==> config.mk <==
export PLATFORM = sky130hd
export DESIGN_NAME = card_detect_regs
export DESIGN_NICKNAME = d
export VERILOG_FILES = /design/src/rtl/cdl_pkg.sv /design/src/rtl/cdl_sync.sv /design/src/rtl/cdl_status.sv /design/src/rtl/cdl_regbus.sv /design/src/rtl/card_detect_regs.sv
export SDC_FILE = /design/constraint.sdc
export NUM_CORES = 1
export LEC_CHECK = 0
export ABC_AREA = 0
export BUFFER_PORTS_ARGS = -buffer_cell sky130_fd_sc_hd__buf_4
export CORE_MARGIN = 10
export CORE_UTILIZATION = 27
export DETAILED_ROUTE_END_ITERATION = 8
export PLACE_DENSITY = 0.88
export SLEW_MARGIN = 5
export SYNTH_ARGS = -nofsm -noshare
export SYNTH_HDL_FRONTEND = slang
export SYNTH_SLANG_ARGS = --single-unit
==> constraint.sdc <==
create_clock -name clk -period 1.35 [get_ports clk]
set_clock_uncertainty 0.05 [all_clocks]
set_input_delay 0.27 -clock clk [delete_from_list [all_inputs] [get_ports clk]]
set_output_delay 0.27 -clock clk [all_outputs]
set_load 0.01 [all_outputs]
==> src/rtl/cdl_pkg.sv <==
package cdl_pkg;

   // Word indices of the register file; software depends on this order.
   typedef enum logic [1:0] {
      CDL_W_ID   = 2'd0,
      CDL_W_PROG = 2'd1,
      CDL_W_STAT = 2'd2,
      CDL_W_DEC  = 2'd3
   } cdl_word_e;

   // Status word bit positions.
   localparam int unsigned CDL_WP_BIT  = 0;
   localparam int unsigned CDL_INS_BIT = 3;

   // Fixed read values.
   localparam logic [31:0] CDL_ID_CONST  = 32'h4103_4003;
   localparam logic [31:0] CDL_DEC_CONST = 32'h0000_0011;

endpackage

==> src/rtl/cdl_sync.sv <==
module cdl_sync #(
   parameter int unsigned STAGES = 2
) (
   input  logic clk,
   input  logic rst_n,
   input  logic d_async,
   output logic q_sync
);

   logic [STAGES-1:0] chain;

   generate
      if (STAGES < 2) begin : g_bad_depth
         $error("cdl_sync: STAGES must be at least 2");
      end
      for (genvar i = 0; i < STAGES; i++) begin : g_stage
         if (i == 0) begin : g_first
            always_ff @(posedge clk) begin
               if (!rst_n) chain[0] <= 1'b0;
               else        chain[0] <= d_async;
            end
         end else begin : g_next
            always_ff @(posedge clk) begin
               if (!rst_n) chain[i] <= 1'b0;
               else        chain[i] <= chain[i-1];
            end
         end
      end
   endgenerate

   assign q_sync = chain[STAGES-1];

endmodule

==> src/rtl/cdl_status.sv <==
module cdl_status
   import cdl_pkg::*;
#(
   parameter int unsigned DATA_W = 32
) (
   input  logic              clk,
   input  logic              rst_n,
   input  logic              wp_s,
   input  logic              ins_s,
   input  logic              clr_req,
   output logic [DATA_W-1:0] status,
   output logic              ins_flag
);

   generate
      if (DATA_W <= CDL_INS_BIT) begin : g_bad_width
         $error("cdl_status: DATA_W too narrow for status bits");
      end
   endgenerate

   logic ins_q;

   // Set has priority over a software clear on the same edge.
   always_ff @(posedge clk) begin
      if (!rst_n)       ins_q <= 1'b0;
      else if (ins_s)   ins_q <= 1'b1;
      else if (clr_req) ins_q <= 1'b0;
   end

   always_comb begin
      status              = '0;
      status[CDL_WP_BIT]  = wp_s;
      status[CDL_INS_BIT] = ins_q;
   end

   assign ins_flag = ins_q;


   sticky_hold_chk: assert property (@(posedge clk) disable iff (!rst_n)
      (ins_flag && !clr_req) |=> ins_flag);


   set_wins_chk: assert property (@(posedge clk) disable iff (!rst_n)
      ins_s |=> ins_flag);


   clear_works_chk: assert property (@(posedge clk) disable iff (!rst_n)
      (clr_req && !ins_s) |=> !ins_flag);


   spare_bits_chk: assert property (@(posedge clk) disable iff (!rst_n)
      $countones(status) <= 2);

endmodule

==> src/rtl/cdl_regbus.sv <==
module cdl_regbus
   import cdl_pkg::*;
#(
   parameter int unsigned ADDR_W = 2,
   parameter int unsigned DATA_W = 32
) (
   input  logic [ADDR_W-1:0] addr,
   input  logic              wr,
   input  logic [DATA_W-1:0] wdata,
   input  logic [DATA_W-1:0] status,
   output logic [DATA_W-1:0] rdata,
   output logic              clr_req
);

   localparam int unsigned ID_W = (DATA_W < 32) ? DATA_W : 32;

   cdl_word_e word;
   logic      in_range;
   logic      unused_wdata_bits;

   assign word = cdl_word_e'(addr[1:0]);

   generate
      if (ADDR_W < 2) begin : g_bad_addr
         $error("cdl_regbus: ADDR_W must be at least 2");
      end
      if (ADDR_W > 2) begin : g_wide
         assign in_range = ~|addr[ADDR_W-1:2];
      end else begin : g_exact
         assign in_range = 1'b1;
      end
   endgenerate

   always_comb begin
      rdata = '0;
      if (in_range) begin
         unique case (word)
            CDL_W_ID:   rdata[ID_W-1:0] = CDL_ID_CONST[ID_W-1:0];
            CDL_W_PROG: rdata = '0;
            CDL_W_STAT: rdata = status;
            CDL_W_DEC:  rdata[ID_W-1:0] = CDL_DEC_CONST[ID_W-1:0];
            default:    rdata = '0;
         endcase
      end
   end

   assign clr_req = wr & in_range & (word == CDL_W_STAT) & wdata[CDL_INS_BIT];

   assign unused_wdata_bits = ^{wdata[DATA_W-1:CDL_INS_BIT+1], wdata[CDL_INS_BIT-1:0]};

endmodule

==> src/rtl/card_detect_regs.sv <==
module card_detect_regs
   import cdl_pkg::*;
#(
   parameter int unsigned ADDR_W      = 2,
   parameter int unsigned DATA_W      = 32,
   parameter int unsigned SYNC_STAGES = 2
) (
   input  logic              clk,
   input  logic              rst_n,
   input  logic [ADDR_W-1:0] reg_addr,
   input  logic              reg_wr,
   input  logic [DATA_W-1:0] reg_wdata,
   output logic [DATA_W-1:0] reg_rdata,
   input  logic              wp_in,
   input  logic              ins_in,
   output logic              irq_out
);

   logic              wp_s;
   logic              ins_s;
   logic              clr_req;
   logic              ins_flag;
   logic [DATA_W-1:0] status;
   logic              addr_is_stat;

   cdl_sync #(.STAGES(SYNC_STAGES)) u_wp_sync (
      .clk     (clk),
      .rst_n   (rst_n),
      .d_async (wp_in),
      .q_sync  (wp_s)
   );

   cdl_sync #(.STAGES(SYNC_STAGES)) u_ins_sync (
      .clk     (clk),
      .rst_n   (rst_n),
      .d_async (ins_in),
      .q_sync  (ins_s)
   );

   cdl_status #(.DATA_W(DATA_W)) u_status (
      .clk      (clk),
      .rst_n    (rst_n),
      .wp_s     (wp_s),
      .ins_s    (ins_s),
      .clr_req  (clr_req),
      .status   (status),
      .ins_flag (ins_flag)
   );

   cdl_regbus #(.ADDR_W(ADDR_W), .DATA_W(DATA_W)) u_regbus (
      .addr    (reg_addr),
      .wr      (reg_wr),
      .wdata   (reg_wdata),
      .status  (status),
      .rdata   (reg_rdata),
      .clr_req (clr_req)
   );

   assign irq_out      = ins_flag;
   assign addr_is_stat = (reg_addr == ADDR_W'(CDL_W_STAT));


   irq_match_chk: assert property (@(posedge clk) disable iff (!rst_n)
      addr_is_stat |-> (irq_out == reg_rdata[CDL_INS_BIT]));


   wp_live_chk: assert property (@(posedge clk) disable iff (!rst_n)
      addr_is_stat |-> (reg_rdata[CDL_WP_BIT] == wp_s));


   prog_zero_chk: assert property (@(posedge clk) disable iff (!rst_n)
      (reg_addr == ADDR_W'(CDL_W_PROG)) |-> (reg_rdata == '0));


   alias_no_clear_chk: assert property (@(posedge clk) disable iff (!rst_n)
      (reg_wr && !addr_is_stat && irq_out) |=> irq_out);

endmodule

==> run metrics <==
top-level port count=72; # rows=13; R2R Setup Slk=470 ps; post-synthesis xor/xnor area fraction=0; max-slew violations=0; DR vias=264; CTS Sinks=5; Root Buffer=clkbuf_4; CTS buffer count=3; post-synthesis sequential area ratio=0.2540; Final GP Congestion=about 0.63; Final setup viols=0; Worst Path Required=1030 ps; post-synth top area share=0.5333; diode count=0; Post-DRT Antenna Nets=0; TritonCTS clock tree=yes; CTS Buffer Depth=2; first-pass GRT wire length=~1500 um; largest cells by area after synthesis=buf_4, dfxtp_1, and2_1; residual DRC count=0; Initial DRC Count=0; hold_sp=reg_wdata[3]; Die Width=58.21 um; share of cells above drive strength 1=0.3387; final wirelength=slightly above 900 um; CTS clk-pin slew, worst paths=about 40 ps; worst IR drop on VDD=0.0004360 V; vias in the first global route=about 300; final hold viol count=0; postcts setup bufs=0; main combinational cell family by area after synthesis=buffers and inverters; Starting Density=0.2955; Ys Warns=0; CP Launch Type=register; initial antenna violation count=0; post_cts resized=0; fmax=slightly below 800 MHz; Cell variety after synth=11; R2R depth=2; Non-Filler Instances=77; core area=between 1000 and 1500 sq um; largest net degree at the start of global routing=7; pwr dens=967.6 nW/um^2; die span in y=58.21 um; placed cell count=73; Port Buffer Count=17; Mapped Cells=47; CTS H-tree depth=1; hold path endpoint=u_status.ins_flag; first drt pass iteration count=1; Hold WC Path Type=input port to register; r2r startpoint=u_ins_sync.q_sync; fin crit period=around 1300 ps; Final Cycle Share=0.9423; Arrival @ worst endpoint=between 900 and 1000 ps; unrepaired setup endpoints after global routing=no; P&R area growth vs syn=11.43%; reg2reg end=u_status.ins_flag; synthesized cell area=around 390 sq um; Fillers=around 160; nets@finish=approximately 100; die area=between 3000 and 4000 sq um; synthesized area per cell=roughly 8.4 sq um; footprint of the multi-input gates=162.7 sq um; Worst Setup Path Type=register to output pin; leakage=approximately 0.25 nW; DR vias/cell=about 3.4; Post-Synth Adder-Cell Area=0; setup_tns=0 ps; post-synthesis compound-gate area fraction=0.03810; cts hold-fix bufs=0; proportion of synthesized area in mux cells=0; leading area contributor after synthesis=buf_4; grt total ovfl=0; register area=around 100 sq um; outcome=finished, final reports clean; worst-path maximum fanout=3; Global Route Usage Sum=0.05316; Simple-Gate Fraction of Synth Area=0.1556; drt wl/cell=12.10 um; clock latency on the worst-skew pair=roughly 230 ps; hold path depth=2; Critical Path End Type=output pin; Max Cap Violations=0; synthesis-stage register bit count=5
## routing by layer
layer,part of all wire,track usage
met4,0,0.03020
met5,0,0
met2,0.49,0.09202
met3,0.22,0.04793
met1,0.28,0.03767
## worst max-delay path, cell delays in order, from the launching register on
cell	delay, ps
dfxtp_1	340
nor3b_1	210
buf_4	160
## cell usage after synthesis
master	n
and2_1	4
buf_4	28
a21oi_1	2
and2_2	1
nor4bb_1	1
inv_1	1
nor3b_1	2
conb_1	1
nor2_1	1
o21ai_0	1
dfxtp_1	5
## worst max-delay path by stage
stage                            startpoint       endpoint  slack (ps)
final                     u_status.ins_flag   reg_rdata[3]          80
after detailed placement        reg_addr[0]  reg_rdata[30]         130
after floorplan                 reg_addr[0]  reg_rdata[14]         240
after CTS                 u_status.ins_flag   reg_rdata[3]          70
after global placement          reg_addr[0]  reg_rdata[30]         170
after global routing      u_status.ins_flag   reg_rdata[3]          20
## area by class of cell
class	count	area share
Inverter	1	0.008547
Multi-Input combinational cell	35	0.3704
Tap cell	15	0.04274
Timing Repair Buffer	17	0.2906
Sequential cell	5	0.2279
Clock buffer	4	0.05983
## logic make-up after synthesis
kind of cell           after synthesis
other                                1
DFF                                  5
buffers and inverters               29
and+or+nand+nor                      9
AOI/OAI and AO/OA                    3
## cell usage in the layout (no fill, tap or decap), drive strengths merged
cell type,count
conb,23
o21ai,1
nor4bb,1
nor3b,2
a21oi,2
nor2,1
and2,5
clkbuf,4
inv,1
dfxtp,5
buf,17
## flip-flops by register name, indices dropped and copies added (netlist names)
name               count
u_wp_sync.q_sync       1
u_status.ins_flag      1
u_wp_sync.chain        1
u_ins_sync.q_sync      1
u_ins_sync.chain       1
## where the power goes
part	switching [mW]	internal, mW
Clock	0.0566	0.111
Combinational	0.0596	0.0392
Sequential	0.00267	0.155
Total	0.119	0.306
## per-stage QoR
stage                     setup WS (ps)  utilization  power [mW]  hold slack [ps]  instance area, sq um
final                             77.92       0.3293      0.4250            169.8                 439.2
after CTS                         72.86       0.3293      0.4314            161.2                 439.2
after detailed placement          126.4       0.3096      0.2567            370.6                 412.9
after global routing              20.58       0.3293      0.4531            184.8                 439.2
after floorplan                   236.9            -      0.2698            309.4                 476.7
after global placement            174.0       0.3096      0.2535            365.2                 412.9
No activity file was read; power rests on OpenSTA's default activity.
